**config.mk**
```make
export PLATFORM = sky130hd
export DESIGN_NAME = dbg_halt_ctrl
export DESIGN_NICKNAME = d
export VERILOG_FILES = /design/src/rtl/dhcs_pkg.sv /design/src/rtl/dhcs_ctrl.sv /design/src/rtl/dhcs_status.sv /design/src/rtl/dbg_halt_ctrl.sv
export SDC_FILE = /design/constraint.sdc
export NUM_CORES = 1
export LEC_CHECK = 0
export ABC_AREA = 0
export BUFFER_PORTS_ARGS = -buffer_cell sky130_fd_sc_hd__buf_2
export CELL_PAD_IN_SITES_DETAIL_PLACEMENT = 1
export CELL_PAD_IN_SITES_GLOBAL_PLACEMENT = 1
export CORE_ASPECT_RATIO = 1.25
export CORE_MARGIN = 5
export CORE_UTILIZATION = 21
export DETAILED_ROUTE_END_ITERATION = 8
export GPL_ROUTABILITY_DRIVEN = 0
export PLACE_DENSITY_LB_ADDON = 0.1
export SYNTH_ARGS = -nofsm -noshare
export SYNTH_HDL_FRONTEND = slang
export SYNTH_SLANG_ARGS = --single-unit
export TNS_END_PERCENT = 10
```
**constraint.sdc**
```tcl
create_clock -name clk_i -period 1.65 [get_ports clk_i]
set_input_delay 0.165 -clock clk_i [delete_from_list [all_inputs] [get_ports clk_i]]
set_output_delay 0.165 -clock clk_i [all_outputs]
set_load 0.02 [all_outputs]
```
**src/rtl/dhcs_pkg.sv**
```systemverilog
package dhcs_pkg;
  localparam int unsigned DATA_W  = 32;
  localparam int unsigned KEY_LSB = 16;
  localparam int unsigned KEY_W   = DATA_W - KEY_LSB;
  localparam int unsigned CTRL_W  = 4;
  localparam int unsigned N_STICKY = 3;

  localparam int unsigned B_EN    = 0;
  localparam int unsigned B_HALT  = 1;
  localparam int unsigned B_STEP  = 2;
  localparam int unsigned B_MASK  = 3;
  localparam int unsigned B_RDY   = 16;
  localparam int unsigned B_HLTD  = 17;
  localparam int unsigned B_SLP   = 18;
  localparam int unsigned B_LOCK  = 19;
  localparam int unsigned B_STICKY = 24;  // retired, reset seen, restarted

  typedef struct packed {
    logic mask;
    logic step;
    logic halt;
    logic en;
  } ctrl_t;

  typedef enum logic {ST_IDLE, ST_STEP} step_st_e;
endpackage

```
**src/rtl/dhcs_ctrl.sv**
```systemverilog
module dhcs_ctrl
  import dhcs_pkg::*;
(
  input  logic              clk_i,
  input  logic              rst_ni,
  input  logic              wr_ok_i,
  input  logic              src_core_i,
  input  logic [CTRL_W-1:0] wbits_i,
  input  logic              sys_rst_i,
  input  logic              halted_i,
  input  logic              retire_i,
  output ctrl_t             ctrl_o,
  output logic              halt_req_o,
  output logic              step_req_o
);
  ctrl_t    ctrl_q;
  step_st_e st_q;
  logic     en_next;

  assign en_next = src_core_i ? ctrl_q.en : wbits_i[B_EN];

  always_ff @(posedge clk_i or negedge rst_ni) begin
    if (!rst_ni) begin
      ctrl_q <= '0;
      st_q   <= ST_IDLE;
    end else if (sys_rst_i) begin
      ctrl_q.halt <= 1'b0;
      st_q        <= ST_IDLE;
    end else if (wr_ok_i) begin
      ctrl_q.en   <= en_next;
      ctrl_q.halt <= wbits_i[B_HALT];
      ctrl_q.step <= wbits_i[B_STEP];
      if (ctrl_q.halt && wbits_i[B_HALT]) ctrl_q.mask <= wbits_i[B_MASK];
      if (en_next && wbits_i[B_STEP] && !wbits_i[B_HALT] && halted_i) st_q <= ST_STEP;
      else                                                          st_q <= ST_IDLE;
    end else if (st_q == ST_STEP && retire_i) begin
      ctrl_q.halt <= 1'b1;
      st_q        <= ST_IDLE;
    end
  end

  // re-request halt in the retire cycle so only one instruction completes
  assign halt_req_o = ctrl_q.en && (ctrl_q.halt || (st_q == ST_STEP && retire_i));
  assign step_req_o = ctrl_q.en && (st_q == ST_STEP);
  assign ctrl_o     = ctrl_q;
endmodule

```
**src/rtl/dhcs_status.sv**
```systemverilog
module dhcs_status
  import dhcs_pkg::*;
(
  input  logic              clk_i,
  input  logic              rst_ni,
  input  logic              rd_clr_i,
  input  logic              sys_rst_i,
  input  logic              retire_i,
  input  logic              halted_i,
  input  logic              lockup_i,
  input  logic              sleeping_i,
  input  logic              xfer_start_i,
  input  logic              xfer_done_i,
  output logic [DATA_W-1:0] stat_o
);
  logic                rdy_q, lock_q, halted_d;
  logic [N_STICKY-1:0] ev, sticky_q;

  assign ev = {halted_d && !halted_i, sys_rst_i, retire_i};

  always_ff @(posedge clk_i or negedge rst_ni) begin
    if (!rst_ni) begin
      rdy_q    <= 1'b0;
      lock_q   <= 1'b0;
      halted_d <= 1'b0;
    end else begin
      halted_d <= halted_i;
      if (xfer_done_i)       rdy_q <= 1'b1;
      else if (xfer_start_i) rdy_q <= 1'b0;
      if (halted_i)          lock_q <= 1'b0;
      else if (lockup_i)     lock_q <= 1'b1;
    end
  end

  for (genvar g = 0; g < N_STICKY; g++) begin : g_sticky
    // set wins over read-clear so an event during a read is not lost
    always_ff @(posedge clk_i or negedge rst_ni) begin
      if (!rst_ni)    sticky_q[g] <= 1'b0;
      else if (ev[g]) sticky_q[g] <= 1'b1;
      else if (rd_clr_i) sticky_q[g] <= 1'b0;
    end
  end

  always_comb begin
    stat_o = '0;
    stat_o[B_RDY]  = rdy_q;
    stat_o[B_HLTD] = halted_i;
    stat_o[B_SLP]  = sleeping_i;
    stat_o[B_LOCK] = lock_q;
    stat_o[B_STICKY +: N_STICKY] = sticky_q;
  end
endmodule

```
**src/rtl/dbg_halt_ctrl.sv**
```systemverilog
module dbg_halt_ctrl
  import dhcs_pkg::*;
#(
  parameter int unsigned       ADDR_W   = 8,
  parameter logic [ADDR_W-1:0] REG_ADDR = 8'hF0,
  parameter logic [15:0]       KEY_VAL  = 16'hA05F
) (
  input  logic              clk_i,
  input  logic              rst_ni,
  input  logic [ADDR_W-1:0] addr_i,
  input  logic [31:0]       wdata_i,
  input  logic              we_i,
  input  logic              re_i,
  input  logic              src_core_i,
  output logic [31:0]       rdata_o,
  output logic              halt_req_o,
  output logic              step_req_o,
  input  logic              halted_i,
  input  logic              retire_i,
  input  logic              core_reset_i,
  input  logic              lockup_i,
  input  logic              sleeping_i,
  input  logic              xfer_start_i,
  input  logic              xfer_done_i
);
  logic              hit, wr_ok, rd_clr;
  ctrl_t             ctrl;
  logic [DATA_W-1:0] stat, reg_w;

  assign hit    = (addr_i == REG_ADDR);
  assign wr_ok  = we_i && hit && (wdata_i[KEY_LSB +: KEY_W] == KEY_VAL);
  assign rd_clr = re_i && hit;

  dhcs_ctrl u_ctrl (
    .clk_i      (clk_i),
    .rst_ni     (rst_ni),
    .wr_ok_i    (wr_ok),
    .src_core_i (src_core_i),
    .wbits_i    (wdata_i[CTRL_W-1:0]),
    .sys_rst_i  (core_reset_i),
    .halted_i   (halted_i),
    .retire_i   (retire_i),
    .ctrl_o     (ctrl),
    .halt_req_o (halt_req_o),
    .step_req_o (step_req_o)
  );

  dhcs_status u_status (
    .clk_i        (clk_i),
    .rst_ni       (rst_ni),
    .rd_clr_i     (rd_clr),
    .sys_rst_i    (core_reset_i),
    .retire_i     (retire_i),
    .halted_i     (halted_i),
    .lockup_i     (lockup_i),
    .sleeping_i   (sleeping_i),
    .xfer_start_i (xfer_start_i),
    .xfer_done_i  (xfer_done_i),
    .stat_o       (stat)
  );

  assign reg_w   = stat | {{(DATA_W-CTRL_W){1'b0}}, ctrl};
  assign rdata_o = rd_clr ? reg_w : '0;
endmodule

```
==> flow_summary.ini, run 1 <==
[outcome]
status = finished with violations
violations = negative setup slack

[yosys]
ys_seq_elements = 11
syn_area_um2 = 764
syn_inst = 87
synth_area_leader_cell = dfrtp_1
synthTopCellsByArea = dfrtp_1 (36%), buf_4 (21%), and3_1 (8.2%)
yosysTopAreaCellShare_pct = 36.0
synth_xor_area_share_pct = 0
yosys_warnings = 0
ys_seq_area_share_pct = 36.0
synth-compound-area-share_pct = 6.38
synthAdderAreaFrac_pct = 0
syn_area_per_cell_um2 = 8.79
synthMuxAreaShare_pct = 5.73
ys_types = 25
synth_top_family_by_area = simple AND/OR/NAND/NOR gates
synth-simple-area-share_pct = 28.2

[clock_tree]
clkSinkCount = 11
cts_tree = done
clk_latency_ns = 0.24
h-tree-depth = 1
cts_root_buffer = clkbuf_8
clk_pin_slew_worst_paths_ns = 0.06
cts_buffer_depth = 2
cts_buffers = 3
post_cts.repair.setup_buffers = 0

[worst_hold_path]
hold_depth = 1
hold_end = u_status.halted_d
hp-start = halted_i
hold_class = input port to flip-flop

[detailed_routing]
viasPerCell = 4.28
wl_um = 2400
ant_nets = 0
drt-pass1-iter-count = 2
vias = 783
wl_per_cell_um = 13.1
drt_iter0_drc = 16
drc = 0

[final_layout]
fin_cells = 183
stdcell_area_um2 = 1130
fin_util_pct = 32.1
drive_gt1_share_pct = 47.9
antenna_cells = 0
synthToLayoutAreaGrowth_pct = 47.6
fin_nets = 197

[die]
initial_utilization_pct = 21.8
fp.dieW_um = 64.0
fp.coreArea_um2 = 3510
rows = 24
floorplan.die.height_um = 77.5
boundaryPins = 86
dieArea_um2 = 4950

[timing]
rsz0062_at_grt = true
finalSetupViolCount = 5
finalHoldViolations = 0
fin_skew_ns = 0.00189
min_period_over_period_pct = 105
max_freq_mhz = 576
fin_tns_setup_ns = -0.285
setup_ws_ns = -0.0848
drv_slew = 0
whs_ns = 0.0789
fin_crit_ns = 1.73

[grt]
grt_pass1_wl_um = 3880
grt_pass1_vias = 841
overflow = 0
antenna_found_initial = 0
track_usage_pct = 9.74
grt_max_degree = 12

[power]
p_per_area_nw_per_um2 = 601
p_leak_nw = 0.635
finalPower_mw = 0.678
peakVddDrop_uv = 371

[worst_setup_path]
worstPathMaxFanout = 5
crit_path_frequent_cell = or4_4
r2r_end = u_ctrl.ctrl_o[3]
path_delay_family = simple AND/OR/NAND/NOR gates
critPathKind = input port to flip-flop
cp_cell_sequence = buf_6 -> or4_4 -> or4_4 -> or4_1 -> o21ai_1
arrival_ns = 1.90
slowest_stage = or4_4
path_buf_inv = 1
r2r_setup_slack_ns = 0.50
critPathMaxStageDelay_ns = 0.56
reg2regPathDepth = 3
r2r-start = u_ctrl.ctrl_o[1]
cp.required_ns = 1.82
endpoint_kind = flip-flop
critical_path.startpoint_type = input port

[placement]
post-place-ws_ns = -0.518
post_dp_cell_area_um2 = 1010
dp.cells = 178
port_buffers = 52
dp_hpwl_um = 2050

[run]
drv_cap = 0
==> sequential cells by signal, indices dropped and copies added, names as in the netlist <==
register	flops
u_status.stat_o	3
u_ctrl.ctrl_o	4
u_status.rdy_q	1
u_status.halted_d	1
u_status.lock_q	1
u_ctrl.st_q	1
==> synth_stat cells <==
cell type	count
mux2_1	3
nor2b_1	2
a22o_1	1
clkbuf_1	2
o21ai_1	1
nand3_1	1
nand2_1	4
and2_1	1
nand4b_1	1
a21oi_1	1
or4_1	3
nor3_1	3
and3_1	10
nor4_1	3
nand4_1	2
buf_4	21
conb_1	1
buf_2	1
nor4bb_1	1
a21o_1	3
o21a_1	1
mux2i_1	1
nor2_1	7
inv_1	2
dfrtp_1	11
==> logic make-up after synthesis <==
logic type,after synthesis
AOI/OAI and AO/OA,7
buffers and inverters,26
DFF,11
muxes,4
other,1
and+or+nand+nor,38
==> layer usage <==
metal,wire length (µm),track usage (%),part of all wire (%),up-vias
met1,792,9.44,33,363
met4,42,4.37,1.7,0
met2,1310,18.1,54,41
met3,261,3.32,11,4
met5,0,0,0,-
li1,-,-,-,375
==> cells in the final DEF, fill, tap and decap left out, types with 2 or more instances in the layout <==
cell type,synthesis,routed
nor3_1,3,2
nand2_1,4,3
nor2_1,7,6
conb_1,1,21
inv_1,2,2
dfrtp_1,11,11
nand4_1,2,2
nor4_4,0,2
clkbuf_8,0,3
buf_2,1,50
mux2_4,0,2
and3_1,10,10
a21o_1,3,3
buf_4,21,5
nor2b_1,2,2
or4_4,0,2
==> power breakdown <==
part           leakage, nW  internal [mW]  switching [mW]  total (mW)
Sequential           0.131          0.275         0.00186       0.277
Combinational        0.479         0.0442          0.0778       0.122
Clock               0.0255          0.167           0.113       0.279
Total                0.635          0.486           0.192       0.678
==> final cells by class <==
| cell class | count | area (µm²) |
|---|---|---|
| Timing Repair Buffer | 57 | 309 |
| Fill cell | 444 | 2380 |
| Sequential cell | 11 | 275 |
| Tap cell | 39 | 48.8 |
| Clock buffer | 3 | 41.3 |
| Clock inverter | 1 | 5.00 |
| Multi-Input combinational cell | 70 | 442 |
| Inverter | 2 | 7.51 |
==> worst max path at each step <==
stage | startpoint | end | cells after the start
2_1_floorplan | addr_i[3] | u_ctrl.ctrl_o[3] | 5
3_5_place_dp | addr_i[3] | u_ctrl.ctrl_o[3] | 5
5_1_grt | addr_i[0] | u_ctrl.st_q | 5
6_report | addr_i[0] | u_ctrl.st_q | 5
4_1_cts | addr_i[0] | u_ctrl.st_q | 5
3_3_place_gp | addr_i[3] | u_ctrl.ctrl_o[3] | 5
==> what timing repair did <==
item | 4_1_cts | 5_1_grt
pin swaps | 4 | 1
gates cloned | 0 | 0
gates resized for setup | 8 | 4
endpoints found under the setup margin | 6 | 6
hold buffers | 1 | 0
endpoints found under the hold margin | 11 | 0
(Power assumes the default switching activity.)
==> run 2: changes to the inputs <==
==> constraint.sdc (replaced) <==
create_clock -name clk_i -period 1.65 [get_ports clk_i]
set_input_delay 0.165 -clock clk_i [delete_from_list [all_inputs] [get_ports clk_i]]
set_output_delay 0.165 -clock clk_i [all_outputs]
set_load 0.01 [all_outputs]
==> flow_summary.ini, run 2 (synthesis gave the netlist of run 1 again) <==
[final_layout]
fin_nets = 196
final_cell_mix = buf_2 (51), conb_1 (21), dfrtp_1 (11), and3_1 (10), nor2_1 (7)
stdcell_area_um2 = 1110
antenna_cells = 0
drive_gt1_share_pct = 46.9
synthToLayoutAreaGrowth_pct = 45.5
final_common_cell = buf_2
largest_reg_flops = 4
fill_cells = 443

[worst_hold_path]
hold_class = input port to flip-flop

[clock_tree]
cts_tree = done
h-tree-depth = 1
cts_buffers = 3
cts_buffer_depth = 2
clk_latency_ns = 0.23
cts_root_buffer = clkbuf_8
clkSinkCount = 11
clk_pin_slew_worst_paths_ns = 0.05

[die]
fp.dieW_um = 64.0
floorplan.die.height_um = 77.5
rows = 24
fp.coreArea_um2 = 3510
boundaryPins = 86
initial_utilization_pct = 21.8
dieArea_um2 = 4950

[worst_setup_path]
endpoint_kind = flip-flop
arrival_ns = 1.89
path_buf_inv = 1
slowest_stage = or4_4
worstPathMaxFanout = 5
critical_path.startpoint_type = input port
path_delay_family = simple AND/OR/NAND/NOR gates
cp_cell_sequence = buf_6 -> or4_4 -> or4_4 -> or4_1 -> o21ai_1
crit_path_frequent_cell = or4_4
critPathMaxStageDelay_ns = 0.55
cp.required_ns = 1.81
critPathKind = input port to flip-flop

[power]
p_seq_share_pct = 42.7
p_per_area_nw_per_um2 = 583
p_int_mw = 0.489
pwr-share-comb_pct = 15.6
clkPwrFrac_pct = 41.7
peakVddDrop_uv = 232
switchingPower_mw = 0.159
p_sw_share_pct = 24.6
p_leak_nw = 0.624

[timing]
min_period_over_period_pct = 105
max_freq_mhz = 580
finalSetupViolCount = 4
finalHoldViolations = 0
drv_slew = 0
rsz0062_at_grt = true
fin_skew_ns = 0.00320
fin_crit_ns = 1.73
setup_ws_ns = -0.0755
whs_ns = 0.0939

[grt]
grt_max_degree = 12
overflow = 0
grt_pass1_vias = 909
grt_pass1_wl_um = 3910
antenna_found_initial = 0
track_usage_pct = 9.51

[detailed_routing]
wl_um = 2360
wl_per_cell_um = 13.0
ant_nets = 0
vias = 776
drt_iter0_drc = 18
drc = 0
viasPerCell = 4.26
drt-pass1-iter-count = 3

[outcome]
status = finished with violations
violations = negative setup slack

[run]
drv_cap = 0

[placement]
post_dp_cell_area_um2 = 1010
port_buffers = 52
## run 2: timing repair
| action | in CTS | in global routing |
|---|---|---|
| endpoints found under the setup margin | 5 | 5 |
| cloned | 0 | 0 |
| buffers inserted | 0 | 0 |
| pin swaps | 4 | 2 |
| gates resized for setup | 7 | 3 |
| hold endpoints to repair | 11 | 0 |
| hold buffers | 1 | 0 |
## run 2: power by group through the flow
stage	Combinational, mW	Clock [mW]	Sequential, mW
after floorplan	0.0718	0	0.281
after global placement	0.0919	0	0.281
after detailed placement	0.0941	0	0.282
after CTS	0.101	0.282	0.277
after global routing	0.114	0.300	0.277
final	0.101	0.270	0.277
## run 2: area by class of cell
class	count	area, µm²	area share (%)
Timing Repair Buffer	56	299	26.9
Multi-Input combinational cell	70	437	39.3
Inverter	2	7.51	0.675
Clock buffer	4	45.0	4.05
Sequential cell	11	275	24.7
Tap cell	39	48.8	4.39
## run 2: worst paths after layout
path	from	to	slack [ns]	depth (start not counted)
max	addr_i[0]	u_ctrl.st_q	-0.08	5
min	halted_i	u_status.halted_d	0.09	1
max reg2reg	u_ctrl.ctrl_o[1]	u_ctrl.ctrl_o[3]	0.52	3
min reg2reg	u_status.rdy_q	u_status.rdy_q	0.47	1
max in group asynchronous	rst_ni	u_ctrl.ctrl_o[3]	1.10	2
min in group asynchronous	rst_ni	u_ctrl.ctrl_o[1]	0.34	2
## run 2: per-stage QoR
step	util, %	instances	worst slack [ns]	power [mW]	TNS, ns
detailed placement	28.7	177	-0.490	0.376	-2.22
finish	31.7	182	-0.0755	0.648	-0.249
global placement	28.7	177	-0.461	0.373	-2.09
floorplan	-	107	-0.333	0.353	-1.26
CTS	31.3	182	-0.128	0.659	-0.530
global route	31.7	182	-0.137	0.691	-0.427
## run 2: worst reg2reg max path, cell delays in order (launching register included)
cell and delay, ns:
dfrtp_1 0.36, nand2_1 0.08, nor4_2 0.22, mux2_1 0.34
## run 2: routing by layer
metal	vias to the layer above	global-route usage (%)	wire, µm
met5	-	0	0
met4	0	3.12	21
met3	2	2.46	193
met2	38	19.2	1340
met1	363	8.83	800
li1	373	-	-
